<file path="src/rtl/tlc_pkg.sv">
package tlc_pkg;
  localparam int CH_W      = 5;
  localparam int OFS_W     = 8;
  localparam int SHIFT     = OFS_W - CH_W;
  localparam int PAL_W     = 16;
  localparam int RGB_W     = 3 * CH_W;
  localparam int OFS_REG_W = 3 * OFS_W;

  typedef struct packed {
    logic [CH_W-1:0] r;
    logic [CH_W-1:0] g;
    logic [CH_W-1:0] b;
  } rgb_t;

  // palette word: {t, b, g, r}
  function automatic rgb_t pal_to_rgb(input logic [PAL_W-1:0] p);
    rgb_t c;
    c.r = p[CH_W-1:0];
    c.g = p[2*CH_W-1:CH_W];
    c.b = p[3*CH_W-1:2*CH_W];
    return c;
  endfunction
endpackage

</file>
<file path="src/rtl/tlc_offset_adj.sv">
module tlc_offset_adj
  import tlc_pkg::*;
(
  input  logic                 clk,
  input  logic                 rst,
  input  rgb_t                 col,
  input  logic [OFS_REG_W-1:0] ofs,
  output rgb_t                 q
);
  localparam int SW = OFS_W + 1;

  function automatic logic [CH_W-1:0] adj(input logic [CH_W-1:0] c,
                                          input logic [OFS_W-1:0] o);
    logic signed [OFS_W-1:0] osh;
    logic signed [SW-1:0]    sum;
    osh = $signed(o) >>> SHIFT;
    sum = $signed({{(SW-CH_W){1'b0}}, c}) + $signed({{(SW-OFS_W){osh[OFS_W-1]}}, osh});
    if (sum[SW-1])                  return '0;
    else if (sum[SW-2:CH_W] != '0)  return '1;
    else                            return sum[CH_W-1:0];
  endfunction

  rgb_t nxt;
  always_comb begin
    nxt.r = adj(col.r, ofs[3*OFS_W-1:2*OFS_W]);
    nxt.g = adj(col.g, ofs[2*OFS_W-1:OFS_W]);
    nxt.b = adj(col.b, ofs[OFS_W-1:0]);
  end

  always_ff @(posedge clk) begin
    if (rst) q <= '0;
    else     q <= nxt;
  end

  // a zero offset leaves the colour untouched
  a_r7_zero_passthru: assert property (@(posedge clk) disable iff (rst)
    (ofs == '0) |=> (q == $past(col)));
endmodule

</file>
<file path="src/rtl/tlc_plane_select.sv">
module tlc_plane_select
  import tlc_pkg::*;
#(
  parameter int NUM_LAYERS = 4
) (
  input  logic                  clk,
  input  logic                  rst,
  input  rgb_t                  col [NUM_LAYERS],
  input  logic [NUM_LAYERS-1:0] transp,
  input  logic [NUM_LAYERS-1:0] member,
  output rgb_t                  rgb,
  output logic                  cov
);
  localparam int SEL_W = (NUM_LAYERS > 1) ? $clog2(NUM_LAYERS) : 1;

  logic [SEL_W-1:0] sel;
  logic             found;

  // walk back to front: the first member always lands, later opaque ones cover it
  always_comb begin
    sel   = '0;
    found = 1'b0;
    for (int i = NUM_LAYERS - 1; i >= 0; i--) begin
      if (member[i] && (!transp[i] || !found)) begin
        sel   = SEL_W'(i);
        found = 1'b1;
      end
    end
  end

  always_ff @(posedge clk) begin
    if (rst) begin
      rgb <= '0;
      cov <= 1'b0;
    end else begin
      rgb <= found ? col[sel] : '0;
      cov <= found;
    end
  end

  a_r6_empty_black: assert property (@(posedge clk) disable iff (rst)
    (member == '0) |=> (!cov && rgb == '0));
  a_r4_member_covers: assert property (@(posedge clk) disable iff (rst)
    (member != '0) |=> cov);
endmodule

</file>
<file path="src/rtl/tlc_compositor.sv">
module tlc_compositor
  import tlc_pkg::*;
#(
  parameter int NUM_LAYERS = 4,
  localparam int NUM_PAIRS = (NUM_LAYERS + 1) / 2
) (
  input  logic                            clk,
  input  logic                            rst,
  input  logic                            in_valid,
  input  logic [NUM_LAYERS*PAL_W-1:0]     pix_in,
  input  logic [NUM_LAYERS-1:0]           layer_en,
  input  logic [NUM_LAYERS-1:0]           above_3d,
  input  logic [NUM_PAIRS*OFS_REG_W-1:0]  pair_ofs,
  output logic                            out_valid,
  output logic [RGB_W-1:0]                bot_rgb,
  output logic                            bot_cov,
  output logic [RGB_W-1:0]                top_rgb,
  output logic                            top_cov
);
  rgb_t                  s1_col [NUM_LAYERS];
  logic [NUM_LAYERS-1:0] s1_transp, s1_top, s1_bot;
  logic                  s1_valid;

  for (genvar i = 0; i < NUM_LAYERS; i++) begin : g_layer
    tlc_offset_adj u_adj (
      .clk (clk),
      .rst (rst),
      .col (pal_to_rgb(pix_in[i*PAL_W +: PAL_W])),
      .ofs (pair_ofs[(i/2)*OFS_REG_W +: OFS_REG_W]),
      .q   (s1_col[i])
    );
    always_ff @(posedge clk) begin
      if (rst) s1_transp[i] <= 1'b0;
      else     s1_transp[i] <= pix_in[i*PAL_W + PAL_W - 1];
    end
  end

  always_ff @(posedge clk) begin
    if (rst) begin
      s1_top    <= '0;
      s1_bot    <= '0;
      s1_valid  <= 1'b0;
      out_valid <= 1'b0;
    end else begin
      s1_top    <= layer_en & above_3d;
      s1_bot    <= layer_en & ~above_3d;
      s1_valid  <= in_valid;
      out_valid <= s1_valid;
    end
  end

  rgb_t bot_q, top_q;

  tlc_plane_select #(.NUM_LAYERS(NUM_LAYERS)) u_bot (
    .clk(clk), .rst(rst), .col(s1_col), .transp(s1_transp),
    .member(s1_bot), .rgb(bot_q), .cov(bot_cov)
  );
  tlc_plane_select #(.NUM_LAYERS(NUM_LAYERS)) u_top (
    .clk(clk), .rst(rst), .col(s1_col), .transp(s1_transp),
    .member(s1_top), .rgb(top_q), .cov(top_cov)
  );

  assign bot_rgb = bot_q;
  assign top_rgb = top_q;

  a_r8_valid_s1: assert property (@(posedge clk) disable iff (rst)
    in_valid |=> s1_valid);
  a_r8_valid_out: assert property (@(posedge clk) disable iff (rst)
    s1_valid |=> out_valid);
  // a layer sits in at most one plane
  a_r3_planes_disjoint: assert property (@(posedge clk) disable iff (rst)
    ((s1_top & s1_bot) == '0));
endmodule

</file>
<file path="config.mk">
export PLATFORM = sky130hd
export DESIGN_NAME = tlc_compositor
export DESIGN_NICKNAME = d
export VERILOG_FILES = /design/src/rtl/tlc_pkg.sv /design/src/rtl/tlc_offset_adj.sv /design/src/rtl/tlc_plane_select.sv /design/src/rtl/tlc_compositor.sv
export SDC_FILE = /design/constraint.sdc
export NUM_CORES = 1
export LEC_CHECK = 0
export CAP_MARGIN = 20
export CORE_ASPECT_RATIO = 1.2
export CORE_UTILIZATION = 65
export CTS_CLUSTER_DIAMETER = 40
export DETAILED_ROUTE_END_ITERATION = 8
export DONT_BUFFER_PORTS = 1
export HOLD_SLACK_MARGIN = 0.15
export PLACE_DENSITY = 0.81
export SYNTH_ARGS = -nofsm -noshare
export SYNTH_HDL_FRONTEND = slang
export SYNTH_SLANG_ARGS = --single-unit
</file>
<file path="constraint.sdc">
create_clock -name clk -period 2.96 [get_ports clk]
set_clock_uncertainty 0.2 [all_clocks]
set_input_delay 0.296 -clock clk [delete_from_list [all_inputs] [get_ports clk]]
set_output_delay 0.296 -clock clk [all_outputs]
set_load 0.01 [all_outputs]
</file>
==> results.ini <==
[global_route]
grt_pass1_wl_mm=31.8
antenna_found_initial=0
grt_max_degree=42
overflow=0
grt_pass1_vias=6754
track_usage=0.327

[timing]
finalCritPeriodShare=0.883
fin_crit_ns=2.61
holdWs_ns=0.161
setup_violations=0
fmax_ghz=0.382
setup_ws_ns=0.346
finalMaxSlewViolations=0
finalHoldViolations=0
rsz0062_at_grt=no
finalSetupTns_ns=0
worstMarginPinSlew_ns=1.10
relSlewSlack=0.262

[place]
portBuffers=0
dp_hpwl_mm=14.2
post-place-ws_ns=0.562
place_congestion=0.926

[critical_path]
crit_chain=dlygate4sd3_1, ha_1, fa_1, a211oi_1, nor2_1, nor4b_1, o21ai_1, a21bo_1
start_kind=input port
cp.required_ns=2.99
end_kind=flip-flop
path_delay_family=compound AO/OA/AOI/OAI gates
cp.arrival_ns=2.65
crit_buf_inv=1
crit_type=in -> reg
slowest_delay_ns=0.58
critical_path_peak_fanout=3
slowest_stage=dlygate4sd3_1

[cts]
clockRootBuffer=clkbuf_16
cts.sinks=105
clk_pin_slew_ns=0.06
hold_buffers=53
clkLatencyLatePin_ns=0.33
cts_made_buffers=9
cts-resized-gates=0
cts_tree=done
cts_setup_buffers=0
htree_levels=3
clock_path_buffers=2

[floorplan]
die_w_um=100
die_area_sq_um=12100
core_area_sq_um=11200
row_count=42
io_pins=156
die_h_um=120
start_util=0.676

[route]
route.vias.total=7119
drt_iter0_drc=622
via_per_inst=6.62
drc_errors=0
drt_first_pass_iters=6
ant_nets=0
drt_wl_total_mm=20.0
wl_per_cell_um=18.6

[hold_path]
hp-class=in -> reg

[yosys]
synth_cells=882
async_reset_ff_frac=0
ys_warn_count=0
syn_avg_cell_area_sq_um=8.58
synth.top_cell.area_share=0.278
synth_edf_count=0
syn_area_sq_um=7570
ys_ff_latch=105
syn_nets=1089
synth_top_cell_by_area=dfxtp_1
yosysUniqueCellTypes=73
synth_area_leaders=dfxtp_1, ha_1, a22oi_1, a21oi_1, a21o_1
ys_seq_area_frac=0.278
synth-main-ff-cell=dfxtp_1

[final_layout]
ff_latch_area_sq_um=2100
drive_gt1_frac=0.0478
layout.nets=1123
antenna_cells=0
final_cell_mix=dfxtp_1, a21oi_1, ha_1
nFillCells=839
final_common_cell=dfxtp_1
multiInputGateArea_sq_um=5180
syn_to_final_growth_pct=12.4

[run]
max_cap_violations=0

[pwr]
leakage_nw=3.56
vdd_drop_max_mv=0.287
pwr_density_cell_nw_per_um2=457

[outcome]
status=finished, final reports clean

-- worst reg2reg max path: stages, from the launching register on --
cell	delay (ns)
dfxtp_1	0.32
and2b_1	0.25
nor3_2	0.89
a22oi_1	0.22
o22ai_1	0.26
-- path summary, 6_finish.rpt --
| path | startpoint | end | slack (ns) | cells past startpoint |
|---|---|---|---|---|
| min reg2reg | s1_valid | out_valid | 0.28 | 1 |
| min | pair_ofs[11] | g_layer[1].u_adj.q[5] | 0.16 | 3 |
| max reg2reg | s1_transp[0] | u_bot.rgb[13] | 0.72 | 4 |
| max | pair_ofs[3] | g_layer[0].u_adj.q[1] | 0.35 | 8 |
-- where the power goes --
| part | leakage (nW) | internal, mW | switching (mW) |
|---|---|---|---|
| clock network | 0.153 | 0.724 | 0.466 |
| registers | 0.861 | 1.53 | 0.0870 |
| logic | 2.55 | 0.473 | 0.610 |
| total | 3.56 | 2.72 | 1.16 |
-- through the flow --
step / util / cell area, sq um / power, mW / instances
after floorplan: - / 7570 / 2.40 / 882
after global placement: 0.684 / 7650 / 2.55 / 1006
after detailed placement: 0.684 / 7650 / 2.59 / 1006
after CTS: 0.760 / 8500 / 3.86 / 1075
after global routing: 0.760 / 8500 / 4.07 / 1075
final: 0.760 / 8500 / 3.89 / 1075
-- cells in the mapped netlist (5+ instances only) --
master,number
and2_1,5
nor3_1,26
a21oi_1,78
dfxtp_1,105
mux2i_1,14
nand3b_1,5
clkbuf_1,26
ha_1,72
o2bb2ai_1,5
nand2_1,44
o22ai_1,19
a21o_1,36
a22oi_1,53
nor2_1,55
and3b_1,6
nor3b_1,6
o21ai_0,23
xor2_1,19
or3_1,11
xnor2_1,14
nor4_1,7
nand2b_1,12
a211o_1,10
and3_1,7
o21ai_1,21
nand3_1,17
or4_1,6
o211ai_1,9
fa_1,12
buf_2,6
a22oi_2,10
a211oi_1,9
inv_1,32
o21a_1,15
nor2b_1,7
a31oi_1,10
-- kinds of logic (layout without fill, tap and decap cells) --
family,count (synthesis),after routing,share of synthesized area
flip-flops,105,105,0.278
AO/OA/AOI/OAI,343,343,0.314
XOR/XNOR,33,33,0.0382
AND/OR/NAND/NOR,232,232,0.162
adder cells (fa/ha/maj),84,84,0.151
buffers and inverters,71,110,0.0387
multiplexers,14,14,0.0185
-- registers in the layout, summed over array words and instances, names as in the netlist --
signal and flops:
s1_valid 1, g_layer.u_adj.q 60, u_bot.rgb 15, u_bot.cov 1, out_valid 1, s1_transp 3
s1_bot 4, u_top.cov 1, u_top.rgb 15, s1_top 4
-- cell type report --
cell class | count | share of cell area
multi-input combinational | 706 | 0.609
sequential | 105 | 0.247
timing repair buffer | 59 | 0.0689
clock buffer | 14 | 0.0322
tap | 154 | 0.0227
inverter | 35 | 0.0155
clock inverter | 2 | 0.00412
-- metal layers --
layer  wire (um)  global-route usage  share of wire
met1        8540               0.425           0.43
met3        1700              0.0526          0.085
met4         452               0.120          0.023
met5           0                   0              0
met2        9340               0.544           0.47
Power figures use the tool's default switching activity.
